## config.mk

```make
export PLATFORM = sky130hd
export DESIGN_NAME = preemph_adapt
export DESIGN_NICKNAME = d
export VERILOG_FILES = /design/src/rtl/preemph_adapt_pkg.sv /design/src/rtl/preemph_adapt_ctrl.sv /design/src/rtl/preemph_adapt_dp.sv /design/src/rtl/preemph_adapt.sv
export SDC_FILE = /design/constraint.sdc
export NUM_CORES = 1
export LEC_CHECK = 0
export ABC_CLOCK_PERIOD_IN_PS = 8500
export BUFFER_PORTS_ARGS = -buffer_cell sky130_fd_sc_hd__buf_2
export CAP_MARGIN = 20
export CELL_PAD_IN_SITES_DETAIL_PLACEMENT = 0
export CELL_PAD_IN_SITES_GLOBAL_PLACEMENT = 1
export CORE_MARGIN = 1.5
export CORE_UTILIZATION = 30
export DETAILED_ROUTE_END_ITERATION = 16
export PLACE_DENSITY_LB_ADDON = 0.1
export SLEW_MARGIN = 20
export SYNTH_ARGS = -nofsm -noshare
export SYNTH_HDL_FRONTEND = slang
export SYNTH_SLANG_ARGS = --single-unit
```

## constraint.sdc

```tcl
create_clock -name clk -period 8.5 [get_ports clk]
set_input_delay 1.7 -clock clk [delete_from_list [all_inputs] [get_ports clk]]
set_output_delay 1.7 -clock clk [all_outputs]
set_load 0.005 [all_outputs]
```

## src/rtl/preemph_adapt_pkg.sv

```systemverilog
package preemph_adapt_pkg;
  // Strobes passed from control to datapath
  typedef struct packed {
    logic update;   // apply one LMS step this cycle
  } adaptStrobe_t;
endpackage

```

## src/rtl/preemph_adapt_ctrl.sv

```systemverilog
module preemph_adapt_ctrl
  import preemph_adapt_pkg::*;
#(
  parameter int DECIM = 4
) (
  input  logic         clk,
  input  logic         rst_n,
  input  logic         adaptEn,
  input  logic         bitValid,
  input  logic         mainBit,
  output adaptStrobe_t strobe
);
  localparam int CW = (DECIM > 1) ? $clog2(DECIM) : 1;

  logic [CW-1:0] phaseCnt;
  logic          advance;
  logic          lastPhase;

  assign advance   = adaptEn & bitValid;
  assign lastPhase = (int'(phaseCnt) == DECIM - 1);

  always_ff @(posedge clk) begin
    if (!rst_n)       phaseCnt <= '0;
    else if (advance) phaseCnt <= lastPhase ? '0 : phaseCnt + 1'b1;
  end

  assign strobe.update = advance & lastPhase & mainBit;

  // counter stays inside its modulo range
  assert_cnt_range_R3: assert property (@(posedge clk) disable iff (!rst_n)
    int'(phaseCnt) < DECIM);

  // no counting while adaptation is paused
  assert_pause_hold_R9: assert property (@(posedge clk) disable iff (!rst_n)
    !adaptEn |=> $stable(phaseCnt));
endmodule

```

## src/rtl/preemph_adapt_dp.sv

```systemverilog
module preemph_adapt_dp
  import preemph_adapt_pkg::*;
#(
  parameter int NUM_TAPS = 5,
  parameter int PRE_TAPS = 2,
  parameter int WW       = 12,
  parameter int SW       = 12,
  parameter int SHW      = 4
) (
  input  logic                   clk,
  input  logic                   rst_n,
  input  adaptStrobe_t           strobe,
  input  logic signed [SW-1:0]   rxSample,
  input  logic [NUM_TAPS-1:0]    txBits,
  input  logic [SHW-1:0]         stepShift,
  input  logic [NUM_TAPS*WW-1:0] initTaps,
  input  logic signed [SW-1:0]   initLevel,
  output logic [NUM_TAPS*WW-1:0] tapWeights,
  output logic signed [SW-1:0]   level
);
  localparam int MAIN = PRE_TAPS;
  localparam int POST = PRE_TAPS + 1;
  localparam int EW   = ((WW > SW) ? WW : SW) + 2;

  localparam logic signed [EW-1:0] W_MAX = EW'((64'sd1 <<< (WW - 1)) - 1);
  localparam logic signed [EW-1:0] W_MIN = -EW'(64'sd1 <<< (WW - 1));
  localparam logic signed [EW-1:0] S_MAX = EW'((64'sd1 <<< (SW - 1)) - 1);
  localparam logic signed [EW-1:0] S_MIN = -EW'(64'sd1 <<< (SW - 1));

  logic signed [WW-1:0] wReg [NUM_TAPS];
  logic signed [SW-1:0] levelReg;
  logic signed [EW-1:0] errExt;
  logic signed [EW-1:0] stepDelta;
  logic signed [EW-1:0] levelSum;
  logic                 unusedTx;

  assign errExt    = EW'(rxSample) - EW'(levelReg);
  assign stepDelta = errExt >>> stepShift;
  assign levelSum  = EW'(levelReg) + stepDelta;
  assign unusedTx  = ^txBits;

  function automatic logic signed [EW-1:0] clampTo(
    input logic signed [EW-1:0] v,
    input logic signed [EW-1:0] lo,
    input logic signed [EW-1:0] hi);
    if (v > hi)      return hi;
    else if (v < lo) return lo;
    else             return v;
  endfunction

  always_ff @(posedge clk) begin
    if (!rst_n)             levelReg <= initLevel;
    else if (strobe.update) levelReg <= SW'(clampTo(levelSum, S_MIN, S_MAX));
  end

  for (genvar k = 0; k < NUM_TAPS; k++) begin : g_tap
    if (k == MAIN || k == POST) begin : g_adapt
      logic signed [EW-1:0] wNext;
      assign wNext = txBits[k] ? (EW'(wReg[k]) - stepDelta)
                               : (EW'(wReg[k]) + stepDelta);
      always_ff @(posedge clk) begin
        if (!rst_n)             wReg[k] <= initTaps[k*WW +: WW];
        else if (strobe.update) wReg[k] <= WW'(clampTo(wNext, W_MIN, W_MAX));
      end
      // adaptive weight moves only on an update
      assert_hold_no_update_R3: assert property (@(posedge clk) disable iff (!rst_n)
        !strobe.update |=> $stable(wReg[k]));
    end else begin : g_fixed
      always_ff @(posedge clk) begin
        if (!rst_n) wReg[k] <= initTaps[k*WW +: WW];
      end
      // fixed tap never moves after reset
      assert_fixed_hold_R2: assert property (@(posedge clk) disable iff (!rst_n)
        $past(rst_n) |-> $stable(wReg[k]));
    end
    assign tapWeights[k*WW +: WW] = wReg[k];
  end

  assign level = levelReg;

  // level only changes after a bit whose main-cursor value was one
  assert_update_on_one_R3: assert property (@(posedge clk) disable iff (!rst_n)
    ($past(rst_n) && !$stable(levelReg)) |-> $past(txBits[MAIN]));

  // a positive step never lowers the level
  assert_level_up_R7: assert property (@(posedge clk) disable iff (!rst_n)
    (strobe.update && stepDelta > 0) |=> levelReg >= $past(levelReg));

  // a negative step never raises the level
  assert_level_down_R7: assert property (@(posedge clk) disable iff (!rst_n)
    (strobe.update && stepDelta < 0) |=> levelReg <= $past(levelReg));
endmodule

```

## src/rtl/preemph_adapt.sv

```systemverilog
module preemph_adapt
  import preemph_adapt_pkg::*;
#(
  parameter int NUM_TAPS = 5,
  parameter int PRE_TAPS = 2,
  parameter int WW       = 12,
  parameter int SW       = 12,
  parameter int DECIM    = 4,
  parameter int SHW      = 4
) (
  input  logic                   clk,
  input  logic                   rst_n,
  input  logic                   adaptEn,
  input  logic                   bitValid,
  input  logic signed [SW-1:0]   rxSample,
  input  logic [NUM_TAPS-1:0]    txBits,
  input  logic [SHW-1:0]         stepShift,
  input  logic [NUM_TAPS*WW-1:0] initTaps,
  input  logic signed [SW-1:0]   initLevel,
  output logic [NUM_TAPS*WW-1:0] tapWeights,
  output logic signed [SW-1:0]   level
);
  adaptStrobe_t strobe;

  preemph_adapt_ctrl #(.DECIM(DECIM)) u_ctrl (
    .clk      (clk),
    .rst_n    (rst_n),
    .adaptEn  (adaptEn),
    .bitValid (bitValid),
    .mainBit  (txBits[PRE_TAPS]),
    .strobe   (strobe)
  );

  preemph_adapt_dp #(
    .NUM_TAPS (NUM_TAPS),
    .PRE_TAPS (PRE_TAPS),
    .WW       (WW),
    .SW       (SW),
    .SHW      (SHW)
  ) u_dp (
    .clk        (clk),
    .rst_n      (rst_n),
    .strobe     (strobe),
    .rxSample   (rxSample),
    .txBits     (txBits),
    .stepShift  (stepShift),
    .initTaps   (initTaps),
    .initLevel  (initLevel),
    .tapWeights (tapWeights),
    .level      (level)
  );
endmodule

```

; ---- Yosys cells after proc, flatten, opt, wreduce, memory -nomap -nowiden
; Memories as Yosys holds them, arrays and structs flattened.
; Cells that the tools add are included.
[classes]
add_sub_neg = 7
magnitude_cmp = 6
eq_ne = 2
n_shift = 1
muxes = 21
bitwise_logic = 5
[op_table]
columns = operator, n
row1 = $mux W12, 14
row2 = $add A12 B14 Y14, 3
row3 = $gt A14 B12 Y1 const B, 3
row4 = $lt A14 B12 Y1 const B, 3
row5 = $mux W14, 2
row6 = $sub A12 B14 Y14, 2
row7 = $sshr A14 B4 Y14, 1
row8 = $sub A12 B12 Y13, 1
row9 = $mux W1, 4
row10 = $and A1 B1 Y1, 3
row11 = $add A2 B1 Y2 const B, 1
row12 = $eq A2 B1 Y1 const B, 1
row13 = $mux W2, 1
row14 = $ne A2 B1 Y1 const B, 1
row15 = $or A1 B1 Y1, 2
[totals]
reg_bits = 14
ramBits = 60
in_bits = 97
elab_cells = 45
memories = 1
[mem_list]
columns = memory, depth, word_bits, rd, rd_clocked_by_memory_dff, write_ports, line
row1 = u_dp.wReg, 5, 12, 5, 0, 5, preemph_adapt_dp.sv:30  ; logic signed [WW-1:0] wReg [NUM_TAPS];

; ---- Depth between registers and ports, before layout
; Gate-level depths: netlist (run 1).
[logic_depth]
ltp_word = 10
depth_mapped = 29
mapped_depth_nobuf = 27

; ---- Modules after synthesis
; Synthesis (run 1) repeated with hierarchy kept, for this count alone.
[unflattened]
cells_unflattened = 783
hier_area_um2 = 6900.4
[modules_own_cells]
columns = module, instances, cells_each, area_per_inst_um2, seq_area_each_um2
row1 = preemph_adapt_dp, 1, 773, 6789.0, 2162.1
row2 = preemph_adapt_ctrl, 1, 10, 111.4, 40.0

; ---- Worst setup path before layout (run 1)
; Ideal clock, no wire load.
[synth_path]
kind = input-to-reg
startpoint = input port rxSample[0]
endpoint = memory u_dp.wReg[2][2] (netlist: u_dp.wReg[0][26]) (data pin)
setup_time_ns = 0.277
t_arrival_ns = 7.042
required_ns = 8.223
setup_slack_ns = 1.181
path_stages = 27
n_path_buf = 0
cell_sequence = inv_1 > ha_1 > fa_1 > nor2b_4 > o221ai_2 > a31o_4 > xnor2_2 > a2111oi_2 > a221oi_1 > mux4_2 > inv_1 > ha_1 > nor2_1 > xnor2_1 > ha_1 > a21o_1 > a21o_1 > a21o_1 > a21o_1 > a21oi_1 > o21ai_0 > o41ai_1 > xnor2_1 > or2_2 > and2_1 > nand3_1 > o311ai_1
[synth_lines]
columns = element, line
row1 = from (decl), preemph_adapt.sv:15  ; input logic signed [SW-1:0] rxSample,
row2 = to (decl), preemph_adapt_dp.sv:30

==> metrics.md, run 1 <==
| Metric | Value |
|---|---|
| Status | `completed` |
| Async set-or-reset flop fraction in the synthesized netlist | `0` |
| Reg-to-reg startpoint | `u_dp.level[1]` |
| Power density cells | `424 nW/um^2` |
| Post-CTS Resized | `0` |
| Nature of the critical path startpoint | `input port` |
| Port Buf Inserts | `165` |
| Worst setup path end | `u_dp.wReg[0][46]` |
| Area taken by multi-input logic gates | `3980 sq um` |
| Vias in the first global route | `6,098` |
| Vias | `5,983` |
| Fmax | `0.126 GHz` |
| CP endpoint kind | `register` |
| ANT cells | `0` |
| Final TNS setup | `0 ns` |
| Register area share after synthesis | `0.342` |
| Starting Density | `0.306` |
| Die Ht | `150 um` |
| Number of synthesized flops with an enable pin | `72` |
| Unrepaired setup endpoints after global routing | `false` |
| CP bufs+invs | `3` |
| Setup Viol. Count Final | `0` |
| Fill count | `2,194` |
| Mapped Cells | `698` |
| Final worst path period share | `0.937` |
| Crit path launch | `rxSample[0]` |
| Routed Antenna Nets | `0` |
| DR vias/cell | `5.20` |
| Clock buffer depth | `2` |
| Worst r2r dst | `u_dp.wReg[0][46]` |
| Switching share of total power | `0.472` |
| Crit path max-delay family | `compound AO/OA/AOI/OAI gates` |
| R2R Setup Slk | `1.49 ns` |
| Slew margin rel. | `0.500` |
| Setup CP Type | `input port to register` |
| CP Depth | `27` |
| 1st-iter DRT viols | `279` |
| Crit path required time | `8.59 ns` |
| FF/Latch Area | `2200 sq um` |
| CP Max Fanout | `7` |
| Top Ports | `169` |
| Core area | `21,000 sq um` |
| Dpl hpwl | `15,900 um` |
| LEAKAGE | `0.00346 uW` |
| Grt total ovfl | `0` |
| Worst Max-Slew Pin Slew | `0.746 ns` |
| Die Wd | `150 um` |
| Drt first pass iters | `5` |
| Clock sink count | `74` |
| Post-layout minimum cycle time | `7.97 ns` |
| Hold Vio Cnt, Final | `0` |
| Die area | `22,400 sq um` |
| Num CTS Buffers | `9` |
| # hold bufs at CTS | `0` |
| Netlist cell types | `79` |
| # nets final | `1,024` |
| Crit-path slowest cell | `mux4_2` |
| Hold Path Class | `register to register` |
| Hold WS | `0.465 ns` |
| CTS tree | `yes` |
| WP data arrival | `8.05 ns` |
| DR DRC count | `0` |
| Share of post-route cells with drive strength above 1 | `0.264` |
| Synthesis Warnings | `0` |
| Syn Nets | `852` |
| Worst path max stage delay | `0.60 ns` |
| Register bit total from synthesis | `74` |
| Gpl congestion | `0.869` |
| Register-to-Register Path Depth | `26` |
| Area growth, synth to finish | `23.4%` |
| Design area | `7950 sq um` |
| Peak supply drop | `142 uV` |
| Seq pwr share | `0.166` |
| Top_reg_cell synth | `edfxtp_1` |
| First-pass GRT wire length | `31,500 um` |
| Worst-path clk slew | `0.06 ns` |
| GRT Total Usage | `0.181` |
| Psw | `1590 uW` |
| Antenna violations before repair | `0` |
| Setup Fix Bufs, Post-CTS | `0` |
| H-Tree Depth | `3` |
| Netlist area before placement | `6440 sq um` |
| Clock latency on the worst-skew pair | `0.34 ns` |
| Post-DR wirelength/cell | `17.2 um` |
| Max-cap violations | `0` |
| Total wire length | `19,800 um` |
| Avg Cell Area, Syn | `9.23 sq um` |
| Clock root buffer | `clkbuf_16` |
| Final Max Slew Viols | `0` |
| PnR Total Power | `3370 uW` |
| Row count | `53` |
| Int Power | `1780 uW` |
| Largest net degree at the start of global routing | `41` |
| Combinational share of power | `0.718` |
| Area of placed instances | `7650 sq um` |
| Clk pwr share | `0.117` |
| Final Skew | `0.0142 ns` |
==> flip-flops by register name (all words and copies together) (netlist names) <==
register,cells
u_ctrl.phaseCnt,2
u_dp.level,12
u_dp.wReg,60
==> layer usage <==
metal  wire, um  part of all wire  GRT usage
met5          0                 0          0
met4        257             0.013     0.0460
met3       1300             0.065     0.0512
met2       9320              0.47      0.299
met1       8940              0.45      0.231
==> metrics by stage <==
stage | worst slack, ns | instances | utilization
finish | 0.534 | 1150 | 0.378
global route | 0.0216 | 1150 | 0.378
CTS | 0.527 | 1150 | 0.378
detailed placement | 0.199 | 1134 | 0.364
global placement | 0.228 | 1134 | 0.364
floorplan | 1.18 | 698 | -
==> cells in the mapped netlist, drive strengths merged, types with 5 or more instances <==
cell type  instances  share of area
nand2b             5         0.0049
and3               7         0.0068
nand2             52          0.030
o21ai             30          0.024
edfxtp            72           0.34
nand3              8         0.0062
nor3              15          0.012
mux4               5          0.017
o21a               6         0.0070
xor2              15          0.020
clkbuf            18          0.010
and2              10          0.010
a21oi             53          0.041
a21o              21          0.024
xnor2             48          0.066
nor2b              8         0.0089
o22ai             14          0.014
or3                6         0.0066
nand4              5         0.0049
ha                53           0.10
o311ai            11          0.016
a211oi             9          0.010
inv               38          0.022
a2111oi            6         0.0091
or2               14          0.014
a31oi             14          0.014
nor2              82          0.048
==> logic make-up after synthesis <==
group / count (synthesis) / share of synthesized area
adder cells (fa/ha/maj): 57 / 0.115
XOR/XNOR: 63 / 0.0868
buffers and inverters: 64 / 0.0398
flip-flops: 74 / 0.342
AO/OA/AOI/OAI: 205 / 0.221
AND/OR/NAND/NOR: 227 / 0.173
multiplexers: 8 / 0.0221
==> tightest hold or removal path, cell delays in order (launching register included) <==
cell and delay (ns):
dfxtp_1 0.31, nand2_1 0.06, a21oi_1 0.05
==> area by class of cell <==
type,count,area share
clock inverters,7,0.00945
well taps,275,0.0433
repair buffers,183,0.121
flip-flops and latches,74,0.277
inverters,42,0.0198
multi-input cells,560,0.501
clock buffers,9,0.0283
==> power by group through the flow <==
stage / sequential (uW) / clock [uW] / combinational (uW)
after global placement: 570 / 0 / 2390
after global routing: 569 / 418 / 2710
after detailed placement: 571 / 0 / 2410
after floorplan: 553 / 0 / 1820
final: 559 / 393 / 2420
after CTS: 563 / 407 / 2440
==> how the worst min path moves through the flow <==
stage	from	end	slack, ns	cells after the start
finish	u_ctrl.phaseCnt[1]	u_ctrl.phaseCnt[1]	0.46	2
global placement	u_ctrl.phaseCnt[1]	u_ctrl.phaseCnt[1]	0.45	2
CTS	u_ctrl.phaseCnt[1]	u_ctrl.phaseCnt[1]	0.47	2
global route	u_ctrl.phaseCnt[1]	u_ctrl.phaseCnt[1]	0.53	2
detailed placement	u_ctrl.phaseCnt[1]	u_ctrl.phaseCnt[1]	0.46	2
floorplan	u_ctrl.phaseCnt[1]	u_ctrl.phaseCnt[1]	0.44	2
==> cell usage in the layout (no fill, tap or decap), types with 15 or more instances in the layout <==
cell type / count
buf_2: 165
o21ai_0: 24
inv_1: 38
a21oi_1: 53
a21o_1: 21
nor2_1: 82
nand2_1: 52
edfxtp_1: 72
xor2_1: 15
ha_1: 53
xnor2_1: 47
buf_4: 18
(Power assumes the default switching activity.)
==> run 2: changes to the inputs <==
CAP_MARGIN = 10   (was 20)
PLACE_DENSITY = 0.61   (was default)
PLACE_DENSITY_LB_ADDON = default   (was 0.1)
==> run 2 against run 1 <==
Compared with the run above:
- clock skew is essentially flat
- sequential cell count unchanged
- hold slack worse by 0.0073 ns
- highest routed layer unchanged
- largest cell class unchanged
- combinational power increased by 4%
- critical path type unchanged
- utilization is 0.93 points higher
==> metrics.md, run 2 (synthesized netlist as in run 1, its figures left out) <==
| Metric | Value |
|---|---|
| Post-CTS Resized | `0 (unchanged)` |
| Combinational share of power | `0.718 (about the same)` |
| Hold_sp | `u_ctrl.phaseCnt[1] (unchanged)` |
| Most flops, register | `u_dp.wReg (unchanged)` |
| GRT Total Usage | `0.180 (was 0.181)` |
| CP Max Fanout | `10 (was 7)` |
| Setup CP Type | `input port to register (unchanged)` |
| Clock buffer depth | `2 (unchanged)` |
| Worst path max stage delay | `0.61 ns (was 0.60 ns)` |
| Die area | `22,400 sq um (unchanged)` |
| # nets final | `1,043 (was 1,024)` |
| Max FFs per register | `60 (unchanged)` |
| Post-place setup slack | `0.303 ns (was 0.199 ns)` |
| LEAKAGE | `0.00357 uW (was 0.00346 uW)` |
| Crit-path slowest cell | `mux4_2 (unchanged)` |
| Post-layout minimum cycle time | `7.81 ns (was 7.97 ns)` |
| # hold bufs at CTS | `0 (unchanged)` |
| DR DRC count | `0 (unchanged)` |
| Fmax | `0.128 GHz (was 0.126 GHz)` |
| Drt first pass iters | `6 (was 5)` |
| CTS tree | `yes (unchanged)` |
| Routed Antenna Nets | `0 (unchanged)` |
| Hold EP | `u_ctrl.phaseCnt[1] (unchanged)` |
| Row count | `53 (unchanged)` |
| Slew margin rel. | `0.547 (was 0.500)` |
| DR vias/cell | `5.07 (was 5.20)` |
| Most frequent cells in the layout | `165 x buf_2, 82 x nor2_1, 72 x edfxtp_1 (unchanged)` |
| Worst Max-Slew Pin Slew | `0.663 ns (was 0.746 ns)` |
| Design area | `8140 sq um (was 7950 sq um)` |
| Crit path required time | `8.60 ns (was 8.59 ns)` |
| Port Buf Inserts | `165 (unchanged)` |
| Crit path launch | `rxSample[0] (unchanged)` |
| Clock sink count | `74 (unchanged)` |
| Post-DR wirelength/cell | `16.8 um (was 17.2 um)` |
| Vias in the first global route | `5,901 (was 6,098)` |
| Commonest non-fill, non-tap cell in the layout | `buf_2 (unchanged)` |
| Core area | `21,000 sq um (unchanged)` |
| R2R Setup Slk | `1.68 ns (was 1.49 ns)` |
| Starting Density | `0.306 (unchanged)` |
| Clock latency on the worst-skew pair | `0.35 ns (was 0.34 ns)` |
| Total wire length | `19,600 um (was 19,800 um)` |
| Hold Path Class | `register to register (unchanged)` |
| Dpl hpwl | `15,600 um (was 15,900 um)` |
| PnR Total Power | `3510 uW (was 3370 uW)` |
| Top Ports | `169 (unchanged)` |
| Power density cells | `430 nW/um^2 (was 424 nW/um^2)` |
| Clock root buffer | `clkbuf_16 (unchanged)` |
| Clk pwr share | `0.124 (was 0.117)` |
| Unrepaired setup endpoints after global routing | `false (unchanged)` |
| Setup ws final | `0.694 ns (was 0.534 ns)` |
| Hold Vio Cnt, Final | `0 (unchanged)` |
| Status | `completed (unchanged)` |
| Final TNS setup | `0 ns (unchanged)` |
| First-pass GRT wire length | `31,000 um (was 31,500 um)` |
| Seq pwr share | `0.159 (was 0.166)` |
| Peak supply drop | `149 uV (was 142 uV)` |
| Nature of the critical path startpoint | `input port (unchanged)` |
| Int Power | `1920 uW (was 1780 uW)` |
| Die Ht | `150 um (unchanged)` |
| Largest net degree at the start of global routing | `40 (was 41)` |
| Share of post-route cells with drive strength above 1 | `0.282 (was 0.264)` |
| Fin util | `0.387 (was 0.378)` |
| Final Max Slew Viols | `0 (unchanged)` |
| WP data arrival | `7.90 ns (was 8.05 ns)` |
| Most frequent CP cell | `ha_1` |
| Final Skew | `0.0147 ns (was 0.0142 ns)` |
| Setup Fix Bufs, Post-CTS | `0 (unchanged)` |
| Register-to-Register Path Depth | `27 (was 26)` |
| Area of placed instances | `7810 sq um (was 7650 sq um)` |
| CP endpoint kind | `register (unchanged)` |
| Grt total ovfl | `0 (unchanged)` |
| Switching share of total power | `0.452 (was 0.472)` |
| Worst-path clk slew | `0.07 ns (was 0.06 ns)` |
| Max-cap violations | `0 (unchanged)` |
| Gpl congestion | `0.862 (was 0.869)` |
| Vias | `5,935 (was 5,983)` |
| Worst r2r dst | `u_dp.wReg[0][46] (unchanged)` |
| Psw | `1590 uW (about the same)` |
| Reg-to-reg startpoint | `u_dp.level[0] (was u_dp.level[1])` |
| Antenna violations before repair | `1 (was 0)` |
| H-Tree Depth | `3 (unchanged)` |
| Die Wd | `150 um (unchanged)` |
| Worst hold path depth | `2 (unchanged)` |
| 1st-iter DRT viols | `363 (was 279)` |
| Final worst path period share | `0.918 (was 0.937)` |
| Num CTS Buffers | `9 (unchanged)` |
| Area growth, synth to finish | `26.4% (was 23.4%)` |
| Setup Viol. Count Final | `0 (unchanged)` |
[run 2: power by group through the flow]
stage	clock, uW	combinational, uW	sequential (uW)
2_1_floorplan	0	1820	553
3_3_place_gp	0	2520	565
3_5_place_dp	0	2510	568
4_1_cts	444	2530	560
5_1_grt	456	2830	567
6_report	433	2520	556
[run 2: cell type report]
class	count	area (sq um)
clock buffer	9	225
multi-input combinational	560	3990
timing repair buffer	202	1120
fill	2152	12900
tap	275	344
inverter	42	158
sequential	74	2200
clock inverter	7	108
antenna	1	2.50
[run 2: stage by stage]
step	instances	hold slack, ns
5_1_grt	1169	0.499
6_report	1170	0.458
3_3_place_gp	1153	0.452
4_1_cts	1169	0.462
2_1_floorplan	698	0.440
3_5_place_dp	1153	0.455
[run 2: critical path, delay by kind of cell]
kind            cells  cell delay [ns]
fa+ha+maj           4             1.15
buf+inv             5             0.59
simple gates        7             1.45
compound gates      9             2.00
xor+xnor            3             0.43
mux                 1             0.61
[run 2: how the worst max path moves through the flow]
stage	cells after the start	end	slack [ns]
after floorplan	27	u_dp.wReg[0][26]	1.18
after global placement	29	u_dp.wReg[0][46]	0.27
after detailed placement	29	u_dp.wReg[0][46]	0.30
after CTS	29	u_dp.wReg[0][46]	0.66
after global routing	29	u_dp.wReg[0][46]	0.21
final	29	u_dp.wReg[0][46]	0.69
[run 2: layer usage]
| layer | GRT usage | routed length (um) |
|---|---|---|
| met1 | 0.241 | 9160 |
| met2 | 0.282 | 8790 |
| met3 | 0.0509 | 1400 |
| met4 | 0.0475 | 262 |
| met5 | 0 | 0 |
==> run 3: changes to the inputs <==
SYNTH_HIERARCHICAL = 1   (was default)
==> run 3 against run 2 <==
Compared with the run above:
- global-route usage decreased by 0.29 points
- combinational power grew 16%
- largest cell class unchanged
- largest power group unchanged
- highest routed layer unchanged
- sequential share of layout area is 1.6 points lower
- worst setup slack got worse by 0.15 ns
==> metrics.md, run 3 <==
| Metric | Value |
|---|---|
| Mapped Cells | `783 (was 698)` |
| DR DRC count | `0 (unchanged)` |
| 1st-iter DRT viols | `378 (was 363)` |
| Total wire length | `21,100 um (was 19,600 um)` |
| Leading area contributor after synthesis | `edfxtp_1 (unchanged)` |
| Post-layout minimum cycle time | `7.95 ns (was 7.81 ns)` |
| Num CTS Buffers | `9 (unchanged)` |
| Crit path max-delay family | `compound AO/OA/AOI/OAI gates (unchanged)` |
| H-Tree Depth | `3 (unchanged)` |
| Grt total ovfl | `0 (unchanged)` |
| Die area | `23,900 sq um (was 22,400 sq um)` |
| ANT cells | `0 (was 1)` |
| Async set-or-reset flop fraction in the synthesized netlist | `0 (unchanged)` |
| Top Ports | `169 (unchanged)` |
| Clock sink count | `74 (unchanged)` |
| Nature of the critical path startpoint | `input port (unchanged)` |
| Hold Vio Cnt, Final | `0 (unchanged)` |
| Syn Nets | `937 (was 852)` |
| Top-area cell type share of the netlist area | `0.313 (was 0.336)` |
| Gpl congestion | `0.824 (was 0.862)` |
| Fmax | `0.126 GHz (was 0.128 GHz)` |
| Hold Path Class | `register to register (unchanged)` |
| Register area share after synthesis | `0.319 (was 0.342)` |
| Row count | `55 (was 53)` |
| Core area | `22,600 sq um (was 21,000 sq um)` |
| CP Max Fanout | `11 (was 10)` |
| Final Non-Filler Cells | `1,264 (was 1,170)` |
| CP bufs+invs | `5 (unchanged)` |
| Crit-path slowest cell | `a2111oi_1 (was mux4_2)` |
| Largest net degree at the start of global routing | `38 (was 40)` |
| Final TNS setup | `0 ns (unchanged)` |
| Status | `completed (unchanged)` |
| Most flops, register | `u_dp/wReg (was u_dp.wReg)` |
| Max FFs per register | `60 (unchanged)` |
| Max-cap violations | `0 (unchanged)` |
| Share of post-route cells with drive strength above 1 | `0.277 (was 0.282)` |
| Die Wd | `155 um (was 150 um)` |
| # hold bufs at CTS | `0 (unchanged)` |
| Crit path required time | `8.70 ns (was 8.60 ns)` |
| CTS tree | `yes (unchanged)` |
| Top_reg_cell synth | `edfxtp_1 (unchanged)` |
| Final Skew | `0.00808 ns (was 0.0147 ns)` |
| LEAKAGE | `0.00372 uW (was 0.00357 uW)` |
| Vias in the first global route | `6,331 (was 5,901)` |
| Area growth, synth to finish | `25.3% (was 26.4%)` |
| Commonest non-fill, non-tap cell in the layout | `buf_2 (unchanged)` |
| Area contributors post-synth | `edfxtp_1 31%, ha_1 9.6%, nor2_1 5.3% (was edfxtp_1 34%, ha_1 10%, xnor2_1 6.4%)` |
| Starting Density | `0.306 (about the same)` |
| Placed cells | `1,247 (was 1,153)` |
| Die Ht | `155 um (was 150 um)` |
| Clock latency on the worst-skew pair | `0.35 ns (about the same)` |
| Drt first pass iters | `4 (was 6)` |
| Clock buffer depth | `2 (unchanged)` |
| Post-synth top cells | `98 x nor2_1, 72 x edfxtp_1, 53 x ha_1 (was 82 x nor2_1, 72 x edfxtp_1, 53 x a21oi_1, 53 x ha_1, 52 x nand2_1)` |
| Final worst path period share | `0.936 (was 0.918)` |
| Clock root buffer | `clkbuf_16 (unchanged)` |
| CP endpoint kind | `register (unchanged)` |
| WP data arrival | `8.15 ns (was 7.90 ns)` |
| Setup Viol. Count Final | `0 (unchanged)` |
| GRT Total Usage | `0.177 (was 0.180)` |
| Slew margin rel. | `0.328 (was 0.547)` |
| Register bit total from synthesis | `74 (unchanged)` |
| DR vias/cell | `5.16 (was 5.07)` |
| Final Max Slew Viols | `0 (unchanged)` |
| Synthesis Warnings | `6 (was 0)` |
| Worst path max stage delay | `0.48 ns (was 0.61 ns)` |
| Avg Cell Area, Syn | `8.81 sq um (was 9.23 sq um)` |
| Post-DR wirelength/cell | `16.7 um (was 16.8 um)` |
| Vias | `6,521 (was 5,935)` |
| Number of synthesized flops with an enable pin | `72 (unchanged)` |
| First-pass GRT wire length | `33,400 um (was 31,000 um)` |
| Setup CP Type | `input port to register (unchanged)` |
| Worst-path clk slew | `0.06 ns (was 0.07 ns)` |
| Routed Antenna Nets | `0 (unchanged)` |
| Antenna violations before repair | `0 (was 1)` |
| Most frequent cells in the layout | `165 x buf_2, 98 x nor2_1, 72 x edfxtp_1 (was 165 x buf_2, 82 x nor2_1, 72 x edfxtp_1)` |
| Power density cells | `446 nW/um^2 (was 430 nW/um^2)` |
| Port Buf Inserts | `165 (unchanged)` |
| Worst Max-Slew Pin Slew | `1.01 ns (was 0.663 ns)` |
| Unrepaired setup endpoints after global routing | `false (unchanged)` |
| Dpl hpwl | `16,500 um (was 15,600 um)` |
| Netlist area before placement | `6900 sq um (was 6440 sq um)` |
| Peak supply drop | `146 uV (was 149 uV)` |
| Count leader, synth | `nor2_1 (unchanged)` |
| # nets final | `1,128 (was 1,043)` |
| Netlist cell types | `84 (was 79)` |
[run 3: area by class of cell]
| cell class | instances | area (sq um) |
|---|---|---|
| repair buffers | 220 | 1250 |
| multi-input cells | 629 | 4380 |
| flip-flops and latches | 74 | 2200 |
| well taps | 285 | 357 |
| clock buffers | 9 | 225 |
| clock inverters | 7 | 86.3 |
| fillers | 2371 | 13900 |
| inverters | 40 | 151 |
[run 3: worst register-to-register path: stages, from the launching register on]
cell and delay [ns]:
edfxtp_1 0.56, inv_1 0.09, ha_1 0.29, nor2b_1 0.14
o2111ai_1 0.24, nand3_1 0.18, and3_1 0.23, nor3_1 0.47
o221ai_1 0.24, a211oi_1 0.33, o21bai_1 0.21, inv_1 0.07
ha_1 0.32, mux2i_1 0.12, fa_1 0.45, a21o_1 0.18
a21o_1 0.19, a2111oi_1 0.48, buf_4 0.19, nor3_1 0.06
a2111oi_2 0.35, a211oi_1 0.11, xor2_1 0.16, and2_1 0.24
nor4_1 0.09, a21oi_2 0.49, a41oi_1 0.24, a31oi_2 0.22
[run 3: per-stage QoR]
stage	area [sq um]	total power (uW)	hold WS (ns)	setup slack [ns]	utilization
floorplan	6900	2550	0.600	0.800	-
global placement	8300	3410	0.609	-0.199	0.368
detailed placement	8300	3400	0.619	-0.191	0.368
CTS	8610	3840	0.629	0.120	0.382
global route	8650	4220	0.653	0.0677	0.383
finish	8650	3860	0.623	0.548	0.383
[run 3: cell families (layout without fill, tap and decap cells)]
logic type,count (synthesis),in the layout,synth area share
xor+xnor,58,58,0.0736
fa+ha+maj,57,57,0.108
mux,12,12,0.0203
simple gates,263,263,0.189
compound gates,239,239,0.241
buf+inv,80,276,0.0493
flops,74,74,0.319
[run 3: final timing paths]
| check | slack, ns | startpoint | to | cells past startpoint |
|---|---|---|---|---|
| hold reg to reg | 0.62 | u_ctrl/phaseCnt[1] | u_ctrl/phaseCnt[1] | 2 |
| setup reg to reg | 1.42 | u_dp/level[1] | u_dp/wReg[0][39] | 27 |
| hold / removal | 0.62 | u_ctrl/phaseCnt[1] | u_ctrl/phaseCnt[1] | 2 |
| setup / recovery | 0.55 | rxSample[0] | u_dp/wReg[0][39] | 30 |
[run 3: power by group]
part           switching [uW]  internal (uW)  total (uW)
registers                53.3            480         533
clock network             172            234         405
logic                    1660           1260        2920
total                    1880           1980        3860
[run 3: metal layers]
metal,vias up,track usage,wire (um),part of all wire
met5,-,0,0,0
met4,0,0.0481,269,0.013
met3,17,0.0336,1080,0.051
met2,170,0.287,9590,0.45
met1,3006,0.241,10200,0.48
li1,3328,-,-,-
[run 3: what timing repair did]
action	in CTS	in global routing
setup endpoints to repair	0	11
resized for setup	0	5
buffers inserted	0	1
